==> config.mk <==
export PLATFORM = sky130hd
export DESIGN_NAME = dsm_decim
export DESIGN_NICKNAME = d
export VERILOG_FILES = /design/src/rtl/dsm_decim_pkg.sv /design/src/rtl/dsm_decim_ctrl.sv /design/src/rtl/dsm_sinc1.sv /design/src/rtl/dsm_sinc3.sv /design/src/rtl/dsm_avg.sv /design/src/rtl/dsm_decim.sv
export SDC_FILE = /design/constraint.sdc
export NUM_CORES = 1
export LEC_CHECK = 0
export CAP_MARGIN = 10
export CORE_MARGIN = 2
export CORE_UTILIZATION = 55
export DETAILED_ROUTE_END_ITERATION = 7
export DONT_BUFFER_PORTS = 1
export PLACE_DENSITY = 0.81
export SYNTH_ARGS = -nofsm -noshare
export SYNTH_HDL_FRONTEND = slang
export SYNTH_HIERARCHICAL = 1
export SYNTH_SLANG_ARGS = --single-unit
==> constraint.sdc <==
create_clock -name clk -period 14.9 [get_ports clk]
set_input_delay 1.49 -clock clk [delete_from_list [all_inputs] [get_ports clk]]
set_output_delay 1.49 -clock clk [all_outputs]
set_load 0.01 [all_outputs]
==> src/rtl/dsm_decim_pkg.sv <==
// Shared definitions for the decimation filter: the path select type and
// the scaling helper used to bring every path to the same full scale.
package dsm_decim_pkg;

    localparam int NORM_W = 64;

    typedef enum logic {
        PATH_FAST  = 1'b0,
        PATH_SINC3 = 1'b1
    } path_e;

    // Rescales a raw result whose full scale is 2^raw_log2 to full scale 2^fs_log2.
    function automatic logic signed [NORM_W-1:0] norm_fs(
        input logic signed [NORM_W-1:0] raw,
        input int                       raw_log2,
        input int                       fs_log2
    );
        if (raw_log2 >= fs_log2) return raw >>> (raw_log2 - fs_log2);
        else                     return raw <<< (fs_log2 - raw_log2);
    endfunction

endpackage

==> src/rtl/dsm_decim_ctrl.sv <==
// Sequencing for the decimation filter. Counts bits within a conversion,
// marks the sinc3 decimation points and the conversion end, and keeps the
// fast-settling result count. Assumes osr_sel changes are detected against
// the previous cycle's value; such an edge, or run low, is a clear.
module dsm_decim_ctrl
    import dsm_decim_pkg::*;
#(
    parameter int SEL_W       = 3,
    parameter int BASE_LOG2   = 7,
    parameter int S3_CAP_LOG2 = 10,
    parameter int FAST_CONVS  = 2,
    parameter int LOG_W       = 4
) (
    input  logic             clk,
    input  logic             rst_n,
    input  logic             run,
    input  logic [SEL_W-1:0] osr_sel,
    output logic             clear,
    output logic             consume,
    output logic             s3_dec,
    output logic             conv_end,
    output path_e            path_sel,
    output logic [LOG_W-1:0] log2_osr,
    output logic [LOG_W-1:0] log2_s3
);
    localparam int MAX_LOG2 = BASE_LOG2 + (1 << SEL_W) - 1;
    localparam int CNT_W    = MAX_LOG2 + 1;
    localparam int FC_W     = $clog2(FAST_CONVS + 1);

    logic [SEL_W-1:0] osr_q;
    logic [CNT_W-1:0] cnt;
    logic [FC_W-1:0]  fast_done;
    logic [CNT_W-1:0] osr_last;
    logic [CNT_W-1:0] s3_mask;

    // Ratio decode, decimation marks and path choice.
    always_comb begin
        log2_osr = LOG_W'(BASE_LOG2) + LOG_W'(osr_q);
        log2_s3  = (log2_osr > LOG_W'(S3_CAP_LOG2)) ? LOG_W'(S3_CAP_LOG2) : log2_osr;
        osr_last = (CNT_W'(1) << log2_osr) - CNT_W'(1);
        s3_mask  = (CNT_W'(1) << log2_s3) - CNT_W'(1);
        clear    = !run || (osr_sel != osr_q);
        consume  = !clear;
        conv_end = consume && (cnt == osr_last);
        s3_dec   = consume && ((cnt & s3_mask) == s3_mask);
        path_sel = (fast_done < FC_W'(FAST_CONVS)) ? PATH_FAST : PATH_SINC3;
    end

    // Bit counter, ratio history and fast-settling result count.
    always_ff @(posedge clk) begin
        if (!rst_n) begin
            osr_q     <= osr_sel;
            cnt       <= '0;
            fast_done <= '0;
        end else begin
            osr_q <= osr_sel;
            if (clear) begin
                cnt       <= '0;
                fast_done <= '0;
            end else if (conv_end) begin
                cnt <= '0;
                if (fast_done < FC_W'(FAST_CONVS)) fast_done <= fast_done + FC_W'(1);
            end else begin
                cnt <= cnt + CNT_W'(1);
            end
        end
    end
endmodule

==> src/rtl/dsm_sinc1.sv <==
// Fast-settling first-order sinc path: sums the mapped bits of one
// conversion. The sum including the current bit is available on the
// conversion-end cycle. Assumes the accumulator is wide enough for the
// largest ratio plus sign.
module dsm_sinc1 #(
    parameter int ACC_W = 16
) (
    input  logic                    clk,
    input  logic                    rst_n,
    input  logic                    clear,
    input  logic                    consume,
    input  logic                    conv_end,
    input  logic                    bit_in,
    output logic signed [ACC_W-1:0] sum
);
    logic signed [ACC_W-1:0] acc;

    // Running sum including the present bit.
    always_comb sum = acc + (bit_in ? ACC_W'(1) : {ACC_W{1'b1}});

    // Accumulate within a conversion; empty at its end or on a clear.
    always_ff @(posedge clk) begin
        if (!rst_n || clear) acc <= '0;
        else if (conv_end)   acc <= '0;
        else if (consume)    acc <= sum;
    end
endmodule

==> src/rtl/dsm_sinc3.sv <==
// Third-order CIC decimator: three integrators at the bit rate and three
// differentiators at the decimation points. Arithmetic wraps modulo
// 2^ACC_W, which must exceed 3*log2(ratio)+1 bits.
module dsm_sinc3 #(
    parameter int ACC_W = 44
) (
    input  logic                    clk,
    input  logic                    rst_n,
    input  logic                    clear,
    input  logic                    consume,
    input  logic                    s3_dec,
    input  logic                    bit_in,
    output logic signed [ACC_W-1:0] d3
);
    logic signed [ACC_W-1:0] i1, i2, i3, z1, z2, z3;
    logic signed [ACC_W-1:0] i1_n, i2_n, i3_n, d1, d2;

    // Integrator chain and differentiator chain, both without added latency.
    always_comb begin
        i1_n = i1 + (bit_in ? ACC_W'(1) : {ACC_W{1'b1}});
        i2_n = i2 + i1_n;
        i3_n = i3 + i2_n;
        d1   = i3_n - z1;
        d2   = d1 - z2;
        d3   = d2 - z3;
    end

    // State update: integrate every taken bit, store delays at decimation points.
    always_ff @(posedge clk) begin
        if (!rst_n || clear) begin
            i1 <= '0; i2 <= '0; i3 <= '0;
            z1 <= '0; z2 <= '0; z3 <= '0;
        end else if (consume) begin
            i1 <= i1_n; i2 <= i2_n; i3 <= i3_n;
            if (s3_dec) begin
                z1 <= i3_n; z2 <= d1; z3 <= d2;
            end
        end
    end
endmodule

==> src/rtl/dsm_avg.sv <==
// First-order averager after the sinc3 decimator: sums the sinc3 results
// of one conversion. With a single decimation per conversion it passes
// the sinc3 result through unchanged.
module dsm_avg #(
    parameter int ACC_W = 44
) (
    input  logic                    clk,
    input  logic                    rst_n,
    input  logic                    clear,
    input  logic                    s3_dec,
    input  logic                    conv_end,
    input  logic signed [ACC_W-1:0] d3,
    output logic signed [ACC_W-1:0] total
);
    logic signed [ACC_W-1:0] acc;

    // Sum of earlier sinc3 results of this conversion plus the present one.
    always_comb total = acc + d3;

    // Collect sinc3 results; restart at each conversion end or clear.
    always_ff @(posedge clk) begin
        if (!rst_n || clear) acc <= '0;
        else if (conv_end)   acc <= '0;
        else if (s3_dec)     acc <= total;
    end
endmodule

==> src/rtl/dsm_decim.sv <==
// Delta-sigma decimation filter top. Runs the fast-settling sinc1 path and
// the sinc3 (+ averager) path side by side, scales each to full scale
// 2^FS_LOG2 and registers the selected one with a one-cycle ready strobe.
// Assumes one modulator bit per clock.
module dsm_decim
    import dsm_decim_pkg::*;
#(
    parameter int OUT_W       = 32,
    parameter int FS_LOG2     = 24,
    parameter int SEL_W       = 3,
    parameter int BASE_LOG2   = 7,
    parameter int S3_CAP_LOG2 = 10,
    parameter int FAST_CONVS  = 2
) (
    input  logic             clk,
    input  logic             rst_n,
    input  logic             run,
    input  logic             bit_in,
    input  logic [SEL_W-1:0] osr_sel,
    output logic [OUT_W-1:0] data_out,
    output logic             drdy
);
    localparam int MAX_LOG2 = BASE_LOG2 + (1 << SEL_W) - 1;
    localparam int LOG_W    = $clog2(MAX_LOG2 + 1);
    localparam int S1_W     = MAX_LOG2 + 2;
    localparam int S3_W     = 3 * MAX_LOG2 + 2;

    logic                    clear, consume, s3_dec, conv_end;
    path_e                   path_sel;
    logic [LOG_W-1:0]        log2_osr, log2_s3;
    logic signed [S1_W-1:0]  s1_sum;
    logic signed [S3_W-1:0]  s3_d3, s3_total;
    logic signed [NORM_W-1:0] fast_n, slow_n;
    int                      slow_log2;

    dsm_decim_ctrl #(
        .SEL_W(SEL_W), .BASE_LOG2(BASE_LOG2), .S3_CAP_LOG2(S3_CAP_LOG2),
        .FAST_CONVS(FAST_CONVS), .LOG_W(LOG_W)
    ) u_ctrl (
        .clk(clk), .rst_n(rst_n), .run(run), .osr_sel(osr_sel),
        .clear(clear), .consume(consume), .s3_dec(s3_dec), .conv_end(conv_end),
        .path_sel(path_sel), .log2_osr(log2_osr), .log2_s3(log2_s3)
    );

    dsm_sinc1 #(.ACC_W(S1_W)) u_sinc1 (
        .clk(clk), .rst_n(rst_n), .clear(clear), .consume(consume),
        .conv_end(conv_end), .bit_in(bit_in), .sum(s1_sum)
    );

    dsm_sinc3 #(.ACC_W(S3_W)) u_sinc3 (
        .clk(clk), .rst_n(rst_n), .clear(clear), .consume(consume),
        .s3_dec(s3_dec), .bit_in(bit_in), .d3(s3_d3)
    );

    dsm_avg #(.ACC_W(S3_W)) u_avg (
        .clk(clk), .rst_n(rst_n), .clear(clear), .s3_dec(s3_dec),
        .conv_end(conv_end), .d3(s3_d3), .total(s3_total)
    );

    // Scale both paths to the common full scale.
    always_comb begin
        slow_log2 = 3 * int'(log2_s3) + int'(log2_osr) - int'(log2_s3);
        fast_n = norm_fs({{(NORM_W-S1_W){s1_sum[S1_W-1]}}, s1_sum}, int'(log2_osr), FS_LOG2);
        slow_n = norm_fs({{(NORM_W-S3_W){s3_total[S3_W-1]}}, s3_total}, slow_log2, FS_LOG2);
    end

    // Output register: capture the selected path at each conversion end.
    always_ff @(posedge clk) begin
        if (!rst_n) begin
            data_out <= '0;
            drdy     <= 1'b0;
        end else begin
            drdy <= conv_end;
            if (conv_end) data_out <= (path_sel == PATH_FAST) ? OUT_W'(fast_n) : OUT_W'(slow_n);
        end
    end
endmodule

==> results of run 1 <==
-- routing by layer --
layer	vias up	share of wire, %	routed length [µm]	GRT usage [%]
li1	17800	-	-	-
met2	1251	47	51800	53.0
met1	16900	41	44800	35.7
met3	386	6.1	6750	4.25
met5	-	0	0	0
met4	0	6.2	6890	17.6
-- per-stage QoR --
| step | setup TNS [ns] | total power [µW] |
|---|---|---|
| 2_1_floorplan | 0 | 3550 |
| 3_3_place_gp | 0 | 4760 |
| 3_5_place_dp | -0.536 | 4760 |
| 4_1_cts | 0 | 6040 |
| 5_1_grt | -3.65 | 6580 |
| 6_report | 0 | 6270 |
-- cell type report --
cell class / instances / share of cell area (%)
clock buffer: 62 / 3.22
clock inverter: 27 / 0.879
inverter: 266 / 2.41
multi-input combinational: 4022 / 67.7
sequential: 377 / 18.1
tap: 873 / 2.62
timing repair buffer: 284 / 5.12
-- cells in the mapped netlist, types with 107 or more instances --
library cell	number
dfxtp_1	377
a21oi_1	515
ha_1	337
nand2_1	582
nor2_1	474
xor2_1	107
clkbuf_1	145
o21ai_0	280
mux2i_1	234
xnor2_1	236
a21o_1	145
inv_1	262
-- cell families (layout without fill, tap and decap cells) --
logic type	after synthesis	count (layout)	synth area share [%]
AOI/OAI and AO/OA	1477	1477	25.5
xor gates and xnor gates	347	347	8.30
adders and majority gates	348	348	11.9
buffers and inverters	503	639	5.47
DFF	377	377	20.2
muxes	315	315	10.0
other	1	1	0.0100
and+or+nand+nor	1534	1534	18.6
-- worst max-delay path, delay by kind of cell --
family,cells,cell delay (ns)
AO/OA/AOI/OAI,33,6.07
buffers and inverters,11,1.64
multiplexers,1,0.18
adder cells (fa/ha/maj),7,2.18
XOR/XNOR,8,1.41
AND/OR/NAND/NOR,15,1.87
-- state kept, by name, summed over array words and instances, names as in the netlist --
| name | cells |
|---|---|
| u_ctrl/cnt | 15 |
| u_sinc3/z3 | 44 |
| u_ctrl/osr_q | 3 |
| u_sinc3/z1 | 44 |
| u_sinc1/acc | 16 |
| u_sinc3/i1 | 44 |
| u_sinc3/i3 | 44 |
| drdy | 1 |
| u_avg/acc | 44 |
| data_out | 32 |
| u_sinc3/i2 | 44 |
| u_sinc3/z2 | 44 |
| u_ctrl/fast_done | 2 |
-- layout by cell type (no fill, tap or decap), drive strengths merged, types with 24 or more instances in the layout --
cell / count
a211oi: 70
a21o: 147
a21oi: 520
a31oi: 56
and2: 31
and3: 30
buf: 283
clkbuf: 63
dfxtp: 377
ha: 337
inv: 264
mux2: 38
mux2i: 234
mux4: 43
nand2: 583
nand2b: 45
nand3: 86
nand4: 50
nor2: 476
nor2b: 58
nor3: 71
nor4: 24
o211ai: 42
o21a: 45
o21ai: 301
o21bai: 54
o221ai: 28
o31ai: 26
xnor2: 238
xor2: 107
-- where the power goes --
group	leakage (µW)	switching [µW]	internal, µW
Combinational	0.0126	2500	1500
Clock	0.000843	495	761
Sequential	0.00304	3.42	1010
Total	0.0165	2990	3270
-- timing repair --
action                     CTS  global route
setup buffers                0            27
gates resized for setup      0           105
setup endpoints to repair    0            32
-- path summary, 6_finish.rpt --
kind / endpoint / cells after the start / from / slack [ns]
worst max-delay path: data_out[20] / 75 / bit_in / 0.54
worst min-delay path: u_sinc3/z3[36] / 2 / u_sinc3/z3[36] / 0.45
worst max register to register: data_out[20] / 74 / u_sinc3/i1[0] / 1.00
worst min register to register: u_sinc3/z3[36] / 2 / u_sinc3/z3[36] / 0.45
==> impl_metrics.toml, run 1 <==
[status]
status = "completed"

[placement]
placed_cell_area_um2 = 39400
placed_cells = 5795
post-place-ws_ns = -0.0963
dp_hpwl_um = 81400
io_buffers = 0
gp_congestion = 1.03

[floorplanning]
die_w_um = 265
core_um2 = 67200
ioPinCount = 40
initial_core_util_pct = 55.6
die_area_um2 = 70000
fp.dieH_um = 265
num_rows = 95

[critical_path]
cp.arrival_ns = 14.83
cp_max_fo = 11
crit_type = "in2reg"
critical_path.startpoint_type = "input port"
worstSetupEndpointType = "flop"
cpPeakStageDelay_ns = 0.37
critPathSlowestCell = "a221o_1"
required_ns = 15.37
crit_top_cell = "a21oi_1"

[global_routing]
track_usage_pct = 30.4
grt_pass1_wl_um = 177000
grt_max_degree = 109
grt-ovfl-total = 0
antenna_found_initial = 0
grt_pass1_vias = 34800

[yosys]
yosysTopAreaCellShare_pct = 20.2
syn_inst = 4902
syn_area_per_cell_um2 = 7.61
synth_edf_count = 0
syn_area_um2 = 37300
async_reset_ff_share_pct = 0
ys_ff_latch = 377
ys_warn_count = 6
ys_top_cells_by_area = "dfxtp_1 20%, ha_1 11%, a21oi_1 6.9%, mux2i_1 6.3%, nand2_1 5.9%"
synth_ff_type = "dfxtp_1"
ys_seq_area_share_pct = 20.2
synth_top_area_cell = "dfxtp_1"
synth_nets = 5257
synth_cell_types = 125

[timing]
skew_ns = 0.0428
post-route-period-util_pct = 96.4
finalHoldViolations = 0
setup_violations = 0
fmax_mhz = 69.7
drv_slew = 0
rsz0062_at_grt = "true"
holdWs_ns = 0.450
tightestPinTransition_ns = 1.21
fin_crit_ns = 14.36
setup_slack_ns = 0.544
slew_headroom_pct = 18.8

[route]
dr.pass1.iters = 6
via_per_inst = 6.15
drt_iter0_markers = 2923
vias = 36300
drc_errors = 0
antenna_left = 0
drt-total-wl_um = 110000
wl_per_cell_um = 18.6

[cells_and_area]
final_cell_area_um2 = 41700
drive_above_1_share_pct = 12.5
final_nets = 5354
instances_no_fill = 5911
syn_to_final_growth_pct = 11.8
fin_util_pct = 62.1
num-fill-cells = 5817
antenna_cells = 0
regArea_um2 = 7550
multi_input_area_um2 = 28200

[pwr]
leakage_uw = 0.0165
power.density_nw_per_um2 = 150
peakVddDrop_uv = 154

[clocking]
clk_pin_slew_worst_paths_ns = 0.06
h-tree-depth = 2
cts.sinks = 377
postCtsHoldBufs = 0
cts-buffers-inserted = 48
cts_tree = "done"
cts-root-buf = "clkbuf_16"
clockBufferDepth = 3
clock_latency_ns = 0.62

[flow_run]
maxCapViolCount = 0

[min_path]
hold_class = "reg2reg"
Power figures use the tool's default switching activity.
==> run 2: changes to the inputs <==
CAP_MARGIN = 5   (was 10)
REMOVE_ABC_BUFFERS = 1   (was not set)
==> run 2 against run 1 <==
  * Worst hold slack improved by 0.0013 ns
  * Final area decreased by 1.7%
  * Maximum frequency increased by 0.85%
  * Sequential share of layout area increased by 0.31 points
  * Critical path depth decreased by 10
  * Non-clock buffer count decreased by 102
  * Clock power about the same
  * First-iteration DRC count increased by 0.89%
  * Core utilization decreased by 1.0 points
  * Highest routed layer unchanged
==> impl_metrics.toml, run 2 (same netlist as run 1, synthesis figures left out) <==
[status]
status = "completed"

[route]
wl_per_cell_um = 18.6
drt-total-wl_um = 108000
drc_errors = 0
vias = 36000
dr.pass1.iters = 6
via_per_inst = 6.20
antenna_left = 0
drt_iter0_markers = 2949

[flow_run]
maxCapViolCount = 0

[timing]
tightestPinTransition_ns = 1.23
setup_violations = 0
drv_slew = 0
skew_ns = 0.0218
fmax_mhz = 70.2
post-route-period-util_pct = 95.5
holdWs_ns = 0.452
finalHoldViolations = 0
rsz0062_at_grt = "true"
fin_crit_ns = 14.24
slew_headroom_pct = 17.4

[critical_path]
worstSetupEndpointType = "flop"
critical_path.startpoint_type = "input port"
crit_top_cell = "a21oi_1"
cpPeakStageDelay_ns = 0.52
critPathSlowestCell = "o41ai_4"
cp.arrival_ns = 14.72
worst-r2r-setup-slack_ns = 1.16
required_ns = 15.39
cp_max_fo = 8
crit_type = "in2reg"

[clocking]
clockBufferDepth = 3
cts.sinks = 377
h-tree-depth = 2
clock_latency_ns = 0.62
cts-root-buf = "clkbuf_16"
cts-buffers-inserted = 47
cts_tree = "done"
clk_pin_slew_worst_paths_ns = 0.06

[placement]
gp_congestion = 1.04
placed_cell_area_um2 = 38700
dp_hpwl_um = 79300
io_buffers = 0

[pwr]
p_switching_uw = 2890
seqPwrFrac_pct = 16.7
peakVddDrop_uv = 127
leakage_uw = 0.0160
p_sw_share_pct = 47.6
finalPower_uw = 6070
p_comb_share_pct = 62.2
internal_power_uw = 3180
power.density_nw_per_um2 = 148
clkPwrFrac_pct = 21.1

[cells_and_area]
final_common_cell = "nand2_1"
final_nets = 5251
syn_to_final_growth_pct = 9.89
antenna_cells = 0
fin_util_pct = 61.1
drive_above_1_share_pct = 10.6
final_cell_area_um2 = 41000
most-common-layout-cells = "578 x nand2_1, 497 x a21oi_1, 468 x nor2_1, 377 x dfxtp_1, 330 x ha_1"

[floorplanning]
fp.dieH_um = 265
ioPinCount = 40
core_um2 = 67200
initial_core_util_pct = 55.6
die_area_um2 = 70000
num_rows = 95
die_w_um = 265

[min_path]
hold_class = "reg2reg"

[global_routing]
grt_max_degree = 146
grt-ovfl-total = 0
track_usage_pct = 29.9
antenna_found_initial = 0
grt_pass1_wl_um = 174000
grt_pass1_vias = 34100
## run 2: layer usage
metal / share of wire [%] / global-route usage, %
met1: 41 / 36.2
met2: 47 / 51.5
met3: 5.6 / 3.67
met4: 5.9 / 16.7
met5: 0 / 0
## run 2: path summary, 6_finish.rpt
check            startpoint              to  cells after the start
max                  bit_in    data_out[17]                     65
min          u_sinc3/z3[28]  u_sinc3/z3[28]                      2
max reg2reg   u_sinc3/i1[0]    data_out[17]                     65
min reg2reg  u_sinc3/z3[28]  u_sinc3/z3[28]                      2
## run 2: stage by stage
step	worst slack, ns	setup TNS [ns]	std cells
floorplan	-1.29	-27.83	4665
global placement	-0.596	-0.615	5697
detailed placement	-0.835	-7.28	5697
CTS	0.0631	0	5783
global route	-0.133	-0.831	5806
finish	0.665	0	5806
## run 2: power groups by stage
stage | clock (µW) | sequential (µW) | combinational, µW
final | 1280 | 1010 | 3770
after detailed placement | 0 | 1030 | 3520
after global routing | 1340 | 1010 | 4040
after floorplan | 0 | 1030 | 2460
after CTS | 1300 | 1010 | 3550
after global placement | 0 | 1030 | 3520
## run 2: layout make-up
class / count / area (µm²)
tap: 873 / 1090
inverter: 266 / 1000
multi-input combinational: 4022 / 28200
sequential: 377 / 7550
fill: 5869 / 26100
timing repair buffer: 182 / 1410
clock buffer: 64 / 1370
clock inverter: 22 / 367
## run 2: what timing repair did
action | in CTS | in global routing
resized for setup | 1 | 113
setup endpoints to repair | 1 | 32
pin swaps | 0 | 39
gates cloned | 0 | 0
setup buffers | 0 | 22
hold buffers | 0 | 0
## run 2: critical path: cells and delay by family
family	cells	cell delay, ns
multiplexers	3	0.94
AND/OR/NAND/NOR	15	1.99
buffers and inverters	4	0.54
AO/OA/AOI/OAI	29	6.30
adder cells (fa/ha/maj)	7	2.35
XOR/XNOR	7	1.11
